$ cat config.mk
export PLATFORM = sky130hd
export DESIGN_NAME = mm_crossbar
export DESIGN_NICKNAME = d
export VERILOG_FILES = /design/src/rtl/xbar_pkg.sv /design/src/rtl/xbar_decode.sv /design/src/rtl/xbar_arb.sv /design/src/rtl/mm_crossbar.sv
export SDC_FILE = /design/constraint.sdc
export NUM_CORES = 1
export LEC_CHECK = 0
export BUFFER_PORTS_ARGS = -buffer_cell sky130_fd_sc_hd__buf_2
export CAP_MARGIN = 0
export CORE_AREA = 2 2 143 145
export DETAILED_ROUTE_END_ITERATION = 12
export DIE_AREA = 0 0 145 147
export RECOVER_POWER = 100
export SLEW_MARGIN = 20
export SYNTH_ARGS = -nofsm -noshare
export SYNTH_HDL_FRONTEND = slang
export SYNTH_SLANG_ARGS = --single-unit
export TNS_END_PERCENT = 100
$ cat constraint.sdc
create_clock -name clk -period 5.7 [get_ports clk]
set_input_delay 0.285 -clock clk [delete_from_list [all_inputs] [get_ports clk]]
set_output_delay 0.285 -clock clk [all_outputs]
set_load 0.02 [all_outputs]
$ cat src/rtl/xbar_pkg.sv
package xbar_pkg;

    // Grant order of an arbiter: open (free to pick) or held for a burst
    typedef enum logic {
        ARB_OPEN = 1'b0,
        ARB_HELD = 1'b1
    } arb_state_e;

    // Address window match, operands zero-extended by callers
    function automatic logic win_match(logic [63:0] addr, logic [63:0] base,
                                       logic [63:0] mask);
        return ((addr & mask) == (base & mask));
    endfunction

    // First set request at or after ptr, wrapping over n entries
    function automatic int rr_first(logic [31:0] req, int ptr, int n);
        int c;
        rr_first = ptr;
        for (int k = 31; k >= 0; k--) begin
            if (k < n) begin
                c = (ptr + k) % n;
                if (req[c]) rr_first = c;
            end
        end
    endfunction

endpackage

$ cat src/rtl/xbar_decode.sv
module xbar_decode #(
    parameter int NS = 2,
    parameter int AW = 16,
    parameter logic [NS*AW-1:0] SLV_BASE = '0,
    parameter logic [NS*AW-1:0] SLV_MASK = '0
) (
    input  logic [AW-1:0] addr,
    output logic [NS-1:0] sel_oh,
    output logic          hit
);
    always_comb begin
        sel_oh = '0;
        hit    = 1'b0;
        for (int s = NS - 1; s >= 0; s--) begin
            if (xbar_pkg::win_match(64'(addr), 64'(SLV_BASE[s*AW +: AW]),
                                    64'(SLV_MASK[s*AW +: AW]))) begin
                sel_oh    = '0;
                sel_oh[s] = 1'b1;
                hit       = 1'b1;
            end
        end
    end
endmodule

$ cat src/rtl/xbar_arb.sv
module xbar_arb #(
    parameter int NM  = 2,
    parameter int BCW = 4,
    parameter int MIW = 1
) (
    input  logic              clk,
    input  logic              rst,
    input  logic [NM-1:0]     req,
    input  logic [NM*BCW-1:0] bursts,
    input  logic              beat_ok,
    output logic [MIW-1:0]    gnt,
    output logic              gnt_vld,
    output logic              held
);
    import xbar_pkg::*;

    arb_state_e     st;
    logic [MIW-1:0] ptr, own, pick;
    logic [BCW-1:0] left, first_bc;
    logic           last, done;

    always_comb begin
        pick     = MIW'(rr_first(32'(req), int'(ptr), NM));
        first_bc = bursts[pick*BCW +: BCW];
        gnt      = (st == ARB_HELD) ? own : pick;
        gnt_vld  = (st == ARB_HELD) ? req[own] : |req;
        last     = (st == ARB_HELD) ? (left == BCW'(1)) : (first_bc <= BCW'(1));
        done     = gnt_vld & beat_ok;
        held     = (st == ARB_HELD);
    end

    always_ff @(posedge clk) begin
        if (rst) begin
            st   <= ARB_OPEN;
            ptr  <= '0;
            own  <= '0;
            left <= '0;
        end else if (done) begin
            if (last) begin
                st  <= ARB_OPEN;
                ptr <= (gnt == MIW'(NM - 1)) ? '0 : gnt + MIW'(1);
            end else if (st == ARB_OPEN) begin
                st   <= ARB_HELD;
                own  <= pick;
                left <= first_bc - BCW'(1);
            end else begin
                left <= left - BCW'(1);
            end
        end
    end
endmodule

$ cat src/rtl/mm_crossbar.sv
module mm_crossbar #(
    parameter int NM  = 2,
    parameter int NS  = 2,
    parameter int AW  = 16,
    parameter int DW  = 32,
    parameter int BCW = 4,
    parameter int BEW = DW / 8,
    parameter logic [NS*AW-1:0] SLV_BASE = {16'h1000, 16'h0000},
    parameter logic [NS*AW-1:0] SLV_MASK = {16'hF000, 16'hF000}
) (
    input  logic              clk,
    input  logic              rst,
    input  logic [NM*AW-1:0]  m_addr,
    input  logic [NM-1:0]     m_read,
    input  logic [NM-1:0]     m_write,
    input  logic [NM*DW-1:0]  m_wdata,
    input  logic [NM*BEW-1:0] m_be,
    input  logic [NM*BCW-1:0] m_burst,
    output logic [NM-1:0]     m_wait,
    output logic [NM*DW-1:0]  m_rdata,
    output logic [NM-1:0]     m_rvalid,
    output logic [NM-1:0]     m_dav,
    output logic [NS*AW-1:0]  s_addr,
    output logic [NS-1:0]     s_read,
    output logic [NS-1:0]     s_write,
    output logic [NS*DW-1:0]  s_wdata,
    output logic [NS*BEW-1:0] s_be,
    output logic [NS*BCW-1:0] s_burst,
    input  logic [NS-1:0]     s_wait,
    input  logic [NS*DW-1:0]  s_rdata,
    input  logic [NS-1:0]     s_rvalid,
    input  logic [NS-1:0]     s_dav
);
    localparam int MIW = (NM > 1) ? $clog2(NM) : 1;

    logic [NS-1:0]     sel  [NM];
    logic [NM-1:0]     hit;
    logic [NM-1:0]     act;
    logic [NM-1:0]     req_of [NS];
    logic [NS*MIW-1:0] gnt_flat;
    logic [NS-1:0]     gnt_vld;
    logic [NS-1:0]     held;

    assign act = m_read | m_write;

    for (genvar m = 0; m < NM; m++) begin : g_dec
        xbar_decode #(.NS(NS), .AW(AW), .SLV_BASE(SLV_BASE), .SLV_MASK(SLV_MASK)) u_dec (
            .addr  (m_addr[m*AW +: AW]),
            .sel_oh(sel[m]),
            .hit   (hit[m])
        );
    end

    always_comb begin
        for (int s = 0; s < NS; s++)
            for (int m = 0; m < NM; m++)
                req_of[s][m] = act[m] & sel[m][s];
    end

    for (genvar s = 0; s < NS; s++) begin : g_arb
        xbar_arb #(.NM(NM), .BCW(BCW), .MIW(MIW)) u_arb (
            .clk    (clk),
            .rst    (rst),
            .req    (req_of[s]),
            .bursts (m_burst),
            .beat_ok(~s_wait[s]),
            .gnt    (gnt_flat[s*MIW +: MIW]),
            .gnt_vld(gnt_vld[s]),
            .held   (held[s])
        );
    end

    // Slave side: forward the granted master
    always_comb begin
        for (int s = 0; s < NS; s++) begin
            logic [MIW-1:0] g;
            g = gnt_flat[s*MIW +: MIW];
            s_addr [s*AW  +: AW]  = m_addr [g*AW  +: AW];
            s_wdata[s*DW  +: DW]  = m_wdata[g*DW  +: DW];
            s_be   [s*BEW +: BEW] = m_be   [g*BEW +: BEW];
            s_burst[s*BCW +: BCW] = m_burst[g*BCW +: BCW];
            s_read [s] = gnt_vld[s] & m_read[g]  & ~rst;
            s_write[s] = gnt_vld[s] & m_write[g] & ~rst;
        end
    end

    // Master side: owner gets slave response, misses answered locally
    always_comb begin
        for (int m = 0; m < NM; m++) begin
            m_wait[m]              = 1'b1;
            m_rdata[m*DW +: DW]    = '0;
            m_rvalid[m]            = 1'b0;
            m_dav[m]               = 1'b0;
            if (act[m] && !hit[m]) begin
                m_wait[m]           = 1'b0;
                m_rdata[m*DW +: DW] = '1;
                m_rvalid[m]         = m_read[m];
            end else begin
                for (int s = 0; s < NS; s++) begin
                    if (sel[m][s] && gnt_vld[s] &&
                        gnt_flat[s*MIW +: MIW] == MIW'(m)) begin
                        m_wait[m]           = s_wait[s];
                        m_rdata[m*DW +: DW] = s_rdata[s*DW +: DW];
                        m_rvalid[m]         = s_rvalid[s];
                        m_dav[m]            = s_dav[s];
                    end
                end
            end
        end
    end
endmodule

==> results.md, run 1 <==
Job:
- Max-cap violations in this run came to 0.

Floorplan:
- Once the floorplan was initialized, standard cells occupied roughly 17% of the core.
- Row generation in the floorplan step produced 52 rows.
- The die outline width is 145 um.
- The area inside the core boundary is 0.0198 mm^2.
- The die span in y is about 150 um.
- The die area is 0.0213 mm^2.
- The number of ports placed on the die boundary is roughly 370.

Worst setup path:
- The nature of the critical path endpoint is an output port.
- In this run the worst path has a maximum fanout of 43.
- Data arrives at the worst endpoint at 3880 ps.
- The standard cell with the maximum stage delay on the critical path is sky130_fd_sc_hd__o21ai_0.
- Data on the critical path is required at its endpoint by 5410 ps.
- The critical path goes through clkbuf_1 > nor3_1 > a21oi_1 > o21ai_0 > mux2i_4 > clkbuf_2 > mux2_2 > clkbuf_1.
- The worst setup path is launched from an input port.
- The critical setup path kind is input port to output port.
- The cell that appears most often on the critical path is sky130_fd_sc_hd__clkbuf_1.
- The largest single stage delay on the critical path is 870 ps.

Timing:
- Between clock sinks in the finished design, the worst skew comes to approximately 0.99 ps.
- The slew at the pin with the worst max-slew slack is 1160 ps.
- The part of the cycle the worst path needs is 73.1%.
- Setup slack on the critical path of the routed design comes to 1530 ps.
- In the final timing run, aggregate negative setup slack is 0 ps.
- Headroom to the max-slew limit came out at 21.6%.
- Setup repair after global routing left no endpoint under its margin.
- Setup violations remaining at the end of the flow were counted as 0.
- Derived from the worst setup path, the maximum achievable clock frequency is ~240 MHz.
- The final number of hold-violating endpoints is 0.
- The total count of max-transition violations in the final report is 0.
- After layout, the minimum clock period comes to 4170 ps.

Synth:
- The complex-gate fraction of the synthesized area is 28.3%.
- In the synthesized netlist the async set-or-reset flop fraction comes to 0%.
- The total of warnings raised by yosys is 0.
- After Yosys synthesis, and, or, nand and nor cells account for 13.2% of the synthesized area.
- The main combinational cell family by area after synthesis is multiplexers.
- The number of enable-type register cells in the synthesized netlist is 0.
- The xor and xnor area share after synthesis is less than 1%.
- The synthesized-area fraction occupied by adder cells is 2.51%.
- Summing every instance area after synthesis gives 0.00344 mm^2.
- Dividing the synthesized area by the synthesized cell count gives around 8.7 um^2.
- By area the synthesized netlist is led by sky130_fd_sc_hd__mux2_2 (34%), sky130_fd_sc_hd__a221o_1 (19%), sky130_fd_sc_hd__dfxtp_1 (8.1%).
- After synthesis, the netlist uses between 50 and 60 different library cells.
- Summed over all instances, the cell type with the most area after synthesis is sky130_fd_sc_hd__mux2_2.
- The total of flip-flops plus latches after synthesis is 14.
- The portion of netlist area occupied by mux cells is roughly two fifths.
- For this run, the register share of the synthesized area comes to 8.15%.
- The post-synthesis cell count is 395.
- Counting every net in the synthesized netlist gives 589.
- In the synthesized netlist the dominant register cell turns out to be sky130_fd_sc_hd__dfxtp_1.
- sky130_fd_sc_hd__mux2_2 is the most common cell in the netlist.
- The portion of synthesized cell area occupied by the leading cell type is between 30% and 40%.
- The commonest cells after synthesis are sky130_fd_sc_hd__mux2_2 (105), sky130_fd_sc_hd__a221o_1 (64), sky130_fd_sc_hd__nand2_1 (30), sky130_fd_sc_hd__clkbuf_1 (22), sky130_fd_sc_hd__nor2_1 (17).

Detailed routing:
- The first routing iteration left 315 violations.
- The routed via count is 4808.
- The number of iterations in the first detailed-routing pass is 5.
- The remaining antenna violation count after routing is 0.
- The remaining design rule violation count is 0.
- In the routed layout, each cell is associated on average with a via count of 4.75.
- The final routed wirelength across all metal layers is 18600 um.
- The average wire length per cell after detail routing is approximately 18 um.

Placement:
- Summed over all nets, the half-perimeter wirelength after detailed placement is ~15000 um.
- The setup slack at placement is ~2200 ps.
- The post-placement cell count is 1009.
- Buffers placed on the I/O ports in this run total approximately 370.
- At the end of routability-driven placement, the weighted congestion stood at 0.839.

Clock network:
- After clock tree synthesis, the flow added hold-fix buffers numbering 0.
- The CTS tree is done.
- The post-CTS setup repair buffer count is 0.
- Clock tree synthesis inserted a total of 3 buffers.
- In this run the deepest clock path goes through 2 buffers.
- Once the clock tree was built, the resizer swapped 0 gates to a different size.
- In this run the number of H-tree levels came out at 1.
- The CTS root buffer is sky130_fd_sc_hd__clkbuf_16.
- The number of clock sinks is 14.
- At the later pin of the worst-skew pair, clock insertion delay measures roughly 240 ps.
- After clock tree synthesis, the clock-pin slew on the worst setup and hold paths is ~40 ps.

Layout:
- The area growth from synthesis to layout is 56.6%.
- At the end of the flow, the number of nets in the layout was 938.
- Of the cells placed in the final design, the portion with a size suffix greater than 1 is 44.2%.
- The register area is 280 um^2.
- Summing all multi-input logic gate instances after layout gives slightly below 0.003 mm^2.
- After filler insertion, the fill cell instance count of the layout stands at 2264.
- The finished layout holds 1013 standard cells, fillers aside.
- The final core utilization is a little over a quarter.

Pwr:
- The switching power total is 0.000323 W.
- The fraction of power spent switching nets is 47.2%.
- The worst ir drop on vdd is 0.0000861 V.
- The clock network accounts for 18.8% of the total power.
- The sequential group share of total power is between 10% and 20%.
- Internal power comes to 0.000361 W.
- Dividing total power by cell area gives a power density of 127 mW/mm^2.
- In this run, the combinational gates consume approximately 66% of the power.
- In this run the static leakage power is 2.29 nW.

Global route:
- The first-pass GRT wire length is 27000 um.
- The aggregate global routing overflow is 0.
- Entering global routing, the biggest net connects 44 pins.
- The via count of the first global-routing pass is 4515.
- The initial antenna violation count is 2.
- Global routing used 15.9% of the available tracks across all layers.

Outcome:
- The flow ran to the end, and the final reports show no timing, DRC or antenna violations.

Min path:
- The class of the tightest hold or removal check is input port to flop.
## metal layers
metal | vias up | track usage, % | part of all wire [%]
met5 | - | 0 | 0.13
met4 | 4 | 2.67 | 1.6
li1 | 2274 | - | -
met1 | 2293 | 20.4 | 42
met2 | 223 | 28.6 | 50
met3 | 14 | 2.48 | 5.6
## registers in the layout (all words and copies together), names as in the netlist
name              flops
g_arb.u_arb.ptr       2
g_arb.u_arb.held      2
g_arb.u_arb.left      8
g_arb.u_arb.own       2
## stage by stage
stage	instance area [um^2]	power (W)	hold slack, ps
final	5390	0.000685	406
after floorplan	3440	0.000375	351
after CTS	5650	0.000714	408
after detailed placement	5570	0.000581	497
after global placement	5570	0.000580	491
after global routing	5390	0.000723	417
## cells by family (layout without fill, tap and decap cells)
| group | count (synthesis) | count (layout) |
|---|---|---|
| multiplexers | 125 | 125 |
| AO/OA/AOI/OAI | 108 | 108 |
| AND/OR/NAND/NOR | 85 | 85 |
| buffers and inverters | 54 | 401 |
| flip-flops | 14 | 14 |
| adder cells (fa/ha/maj) | 7 | 7 |
| XOR/XNOR | 2 | 2 |
| other | 0 | 1 |
## worst max-delay path, delay by kind of cell
family | cells | cell delay, ps
muxes | 2 | 930
and+or+nand+nor | 1 | 590
buffers and inverters | 3 | 1030
AOI/OAI and AO/OA | 2 | 990
## power groups by stage
stage | Combinational (W) | Clock [W] | Sequential [W]
3_5_place_dp | 0.000475 | 0 | 0.000106
4_1_cts | 0.000478 | 0.000133 | 0.000104
2_1_floorplan | 0.000271 | 0 | 0.000103
6_report | 0.000452 | 0.000129 | 0.000104
3_3_place_gp | 0.000474 | 0 | 0.000105
5_1_grt | 0.000482 | 0.000136 | 0.000104
## layout by cell type, fill, tap and decap left out, types with 3 or more instances in the layout
cell type | synthesis | final
sky130_fd_sc_hd__o21ai_0 | 7 | 9
sky130_fd_sc_hd__a221oi_1 | 2 | 3
sky130_fd_sc_hd__nor3b_1 | 3 | 3
sky130_fd_sc_hd__ha_1 | 6 | 6
sky130_fd_sc_hd__buf_2 | 15 | 199
sky130_fd_sc_hd__mux2i_1 | 16 | 16
sky130_fd_sc_hd__a211oi_1 | 4 | 4
sky130_fd_sc_hd__nand3_1 | 10 | 10
sky130_fd_sc_hd__clkbuf_16 | 0 | 3
sky130_fd_sc_hd__a221o_1 | 64 | 64
sky130_fd_sc_hd__nor2_1 | 17 | 14
sky130_fd_sc_hd__nor3_1 | 6 | 6
sky130_fd_sc_hd__nand2_1 | 30 | 30
sky130_fd_sc_hd__a31oi_1 | 3 | 3
sky130_fd_sc_hd__or3_1 | 5 | 5
sky130_fd_sc_hd__inv_1 | 15 | 15
sky130_fd_sc_hd__dfxtp_1 | 14 | 14
sky130_fd_sc_hd__mux2_1 | 0 | 4
sky130_fd_sc_hd__clkbuf_1 | 22 | 174
sky130_fd_sc_hd__nor2_2 | 0 | 3
sky130_fd_sc_hd__mux2_2 | 105 | 101
sky130_fd_sc_hd__buf_4 | 0 | 8
sky130_fd_sc_hd__a21oi_1 | 9 | 9
## final cells by class
cell class | instances | area share, %
antenna | 1 | 0.0464
clock buffer | 3 | 1.39
inverter | 16 | 1.11
multi-input combinational | 327 | 54.2
sequential | 14 | 5.20
tap | 270 | 6.27
timing repair buffer | 382 | 31.8
## final timing paths
| path | to | slack (ps) | from | cells past startpoint |
|---|---|---|---|---|
| worst max-delay path | s_wdata[9] | 1530 | m_addr[29] | 8 |
| worst min-delay path | g_arb[0].u_arb.own | 410 | rst | 2 |
| worst max register to register | g_arb[0].u_arb.left[0] | 2280 | g_arb[0].u_arb.ptr | 8 |
| worst min register to register | g_arb[1].u_arb.ptr | 500 | g_arb[1].u_arb.ptr | 2 |
(Power assumes the default switching activity.)
==> run 2: changes to the inputs <==
==> constraint.sdc (replaced) <==
create_clock -name clk -period 4.1 [get_ports clk]
set_input_delay 0.205 -clock clk [delete_from_list [all_inputs] [get_ports clk]]
set_output_delay 0.205 -clock clk [all_outputs]
set_load 0.02 [all_outputs]
==> results.md, run 2 (same netlist as run 1, synthesis figures left out) <==
Clock network:
- The CTS tree is done.
- CTS placed an instance of sky130_fd_sc_hd__clkbuf_16 at the clock tree root.
- The number of buffers created by CTS is 3 (unchanged).
- The post-cts hold buffer count is 0 (unchanged).
- The clock slew seen by the registers of the worst setup and hold paths came to 50 ps (about the same).
- The count of cells resized by post-cts repair was 0 (unchanged).
- The post-CTS setup repair buffer count came to 0 (unchanged).
- The count of H-tree levels built during CTS is 1 (unchanged).
- The later-pin clock latency in the skew report is 250 ps (about the same).
- The maximum clock insertion buffer count was 2 (unchanged).
- The number of clock sinks is 14 (unchanged).

Placement:
- The post-detailed-placement cell area was 0.00559 mm^2 (+0.36%).
- The final estimated routing congestion in global placement is 0.832 (-0.83%).
- The count of port buffers added during placement is 373 (unchanged).
- The setup slack at placement is 737 ps (-1430 ps).
- The placed wire-length estimate after detailed placement was 15100 um (-1.2%).

Detailed routing:
- The number of iterations in the first detailed-routing pass is 5 (unchanged).
- The initial detailed-routing violation count came to 316 (+0.32%).
- The average wire length per cell after detail routing came to 18.2 um (-1.1%).
- The remaining antenna violation count after routing is 0 (unchanged).
- The final routed wirelength across all metal layers is 18500 um (-0.84%).
- The routed via count came to 4895 (+1.8%).
- The remaining design rule violation count is 0 (unchanged).
- The number of vias per cell after detailed routing is 4.82 (+1.5%).

Global route:
- The first-pass GRT wire length is 26900 um (-0.38%).
- The total routing resource utilization after global routing was 15.8% (-0.12 points).
- The aggregate global routing overflow is 0 (unchanged).
- The via count of the first global-routing pass is 4605 (+2.0%).
- The largest net degree at the start of global routing is 57 (+30%).
- The initial antenna violation count is 4 (+2).

Timing:
- The relative slew slack came to 23.4% (+1.8 points).
- The slew at the pin with the worst max-slew slack is 1140 ps (-26.8 ps).
- The final setup skew is 1.11 ps (+0.125 ps).
- Setup repair after global routing left no endpoint under its margin.
- In the finished design, the share of the clock period the worst path needs comes to 87.0%.
- Static timing analysis puts the maximum clock frequency at 280 MHz.
- Counting I/O delays and the setup requirement, the final critical path takes 3570 ps.
- The final count of negative-setup-slack endpoints was 0 (unchanged).
- The total count of max-transition violations in the final report is 0 (unchanged).
- The final number of hold-violating endpoints is 0 (unchanged).
- The setup TNS was 0 ps (unchanged).
- The final critical-path setup slack came to 532 ps (-1000 ps).
- The worst slack on hold paths is 323 ps (-83.1 ps).

Layout:
- The area occupied by multi-input gates is 0.00292 mm^2 (about the same).
- The final layout net count is 939 (+0.11%).
- The synthesis-to-layout area growth is 57.5%.
- The fill cell instance count of the final layout is 2281 (+0.75%).
- The register with the most flip-flops in the final layout is g_arb.u_arb.left.
- The design area is 0.00542 mm^2 (+0.58%).
- The flip-flop count of the largest register, all copies and words added is 8 (unchanged).
- The fraction of layout cells with a size suffix above 1 was 44.6% (+0.42 points).
- The register area is 280 um^2 (unchanged).
- In the layout the commonest cells are sky130_fd_sc_hd__buf_2 (207), sky130_fd_sc_hd__clkbuf_1 (168), sky130_fd_sc_hd__mux2_2 (97).
- The library cell used most frequently in the layout, excluding fill and tap cells, is sky130_fd_sc_hd__buf_2.

Floorplan:
- The die span in y came to 147 um (unchanged).
- The row count is 52 (unchanged).
- The area inside the core boundary is 0.0198 mm^2 (unchanged).
- The starting density of the core is 17.3% (unchanged).
- The die area was 0.0213 mm^2 (unchanged).
- The number of ports placed on the die boundary was 374 (unchanged).
- The die outline width is 145 um (unchanged).

Worst setup path:
- The data required time of the worst path came to 3890 ps (-1520 ps).
- The arrival time of the worst setup path is 3360 ps (-520 ps).
- The beginning of the critical path is m_addr[13].
- The nature of the critical path endpoint is an output port.
- The worst setup path is launched from an input port.
- The worst register-to-register path begins at g_arb[0].u_arb.ptr.
- The highest net fanout along the worst path is 45 (+4.7%).
- The critical setup path kind is input port to output port.

Pwr:
- The ratio of total power to cell area is 181 mW/mm^2 (+42%).
- The static leakage is 2.32 nW (+1.2%).
- The worst ir drop on vdd is 0.000101 V (+17%).

Min path:
- The tightest min-delay check is of the input port to flop type.
- The startpoint identified for the worst hold timing path is rst.

Outcome:
- The run finished with clean final reports.

Job:
- The number of violations of the max-capacitance limit is 0 (unchanged).
## run 2: cell types whose count changed in the layout (fill, tap and decap cells not counted), sizes merged
cell,delta
clkbuf,-5
diode,+1
buf,+7
## run 2: metal layers
layer	up-vias	part of all wire (%)	global-route usage [%]
li1	2288	-	-
met3	30	6.3	2.24
met1	2304	41	19.9
met2	271	51	29.2
met5	-	0.060	0
met4	2	1.6	2.18
## run 2: final cells by class
| class | count | area share, % |
|---|---|---|
| clock buffer | 4 | 1.64 |
| antenna | 2 | 0.0924 |
| sequential | 14 | 5.17 |
| multi-input combinational | 327 | 53.9 |
| tap | 270 | 6.23 |
| timing repair buffer | 383 | 31.9 |
| inverter | 16 | 1.11 |
## run 2: power by group
group / internal (W) / total (W) / leakage (nW) / switching, W
Sequential: 0.000140 / 0.000144 / 0.113 / 0.00000461
Combinational: 0.000236 / 0.000627 / 2.16 / 0.000391
Clock: 0.000148 / 0.000209 / 0.0442 / 0.0000607
## run 2: path summary, 6_finish.rpt
kind	to	slack [ps]	depth (start not counted)
setup reg to reg	g_arb[0].u_arb.left[3]	920	9
hold / removal	g_arb[1].u_arb.ptr	320	2
setup / recovery	s_be[4]	530	8
hold reg to reg	g_arb[1].u_arb.ptr	500	2
## run 2: per-stage QoR
step	utilization, %	instances	total power (W)
floorplan	-	395	0.000521
global placement	28.2	1010	0.000804
detailed placement	28.2	1010	0.000807
CTS	28.6	1014	0.00102
global route	27.3	1016	0.00103
finish	27.3	1016	0.000980
## run 2: worst max-delay path, stage by stage
cell and delay [ps]:
sky130_fd_sc_hd__buf_2 120, sky130_fd_sc_hd__or3_1 510, sky130_fd_sc_hd__or2_0 290, sky130_fd_sc_hd__maj3_1 540, sky130_fd_sc_hd__mux2i_4 410, sky130_fd_sc_hd__clkbuf_4 620
sky130_fd_sc_hd__mux2_2 410, sky130_fd_sc_hd__clkbuf_1 200
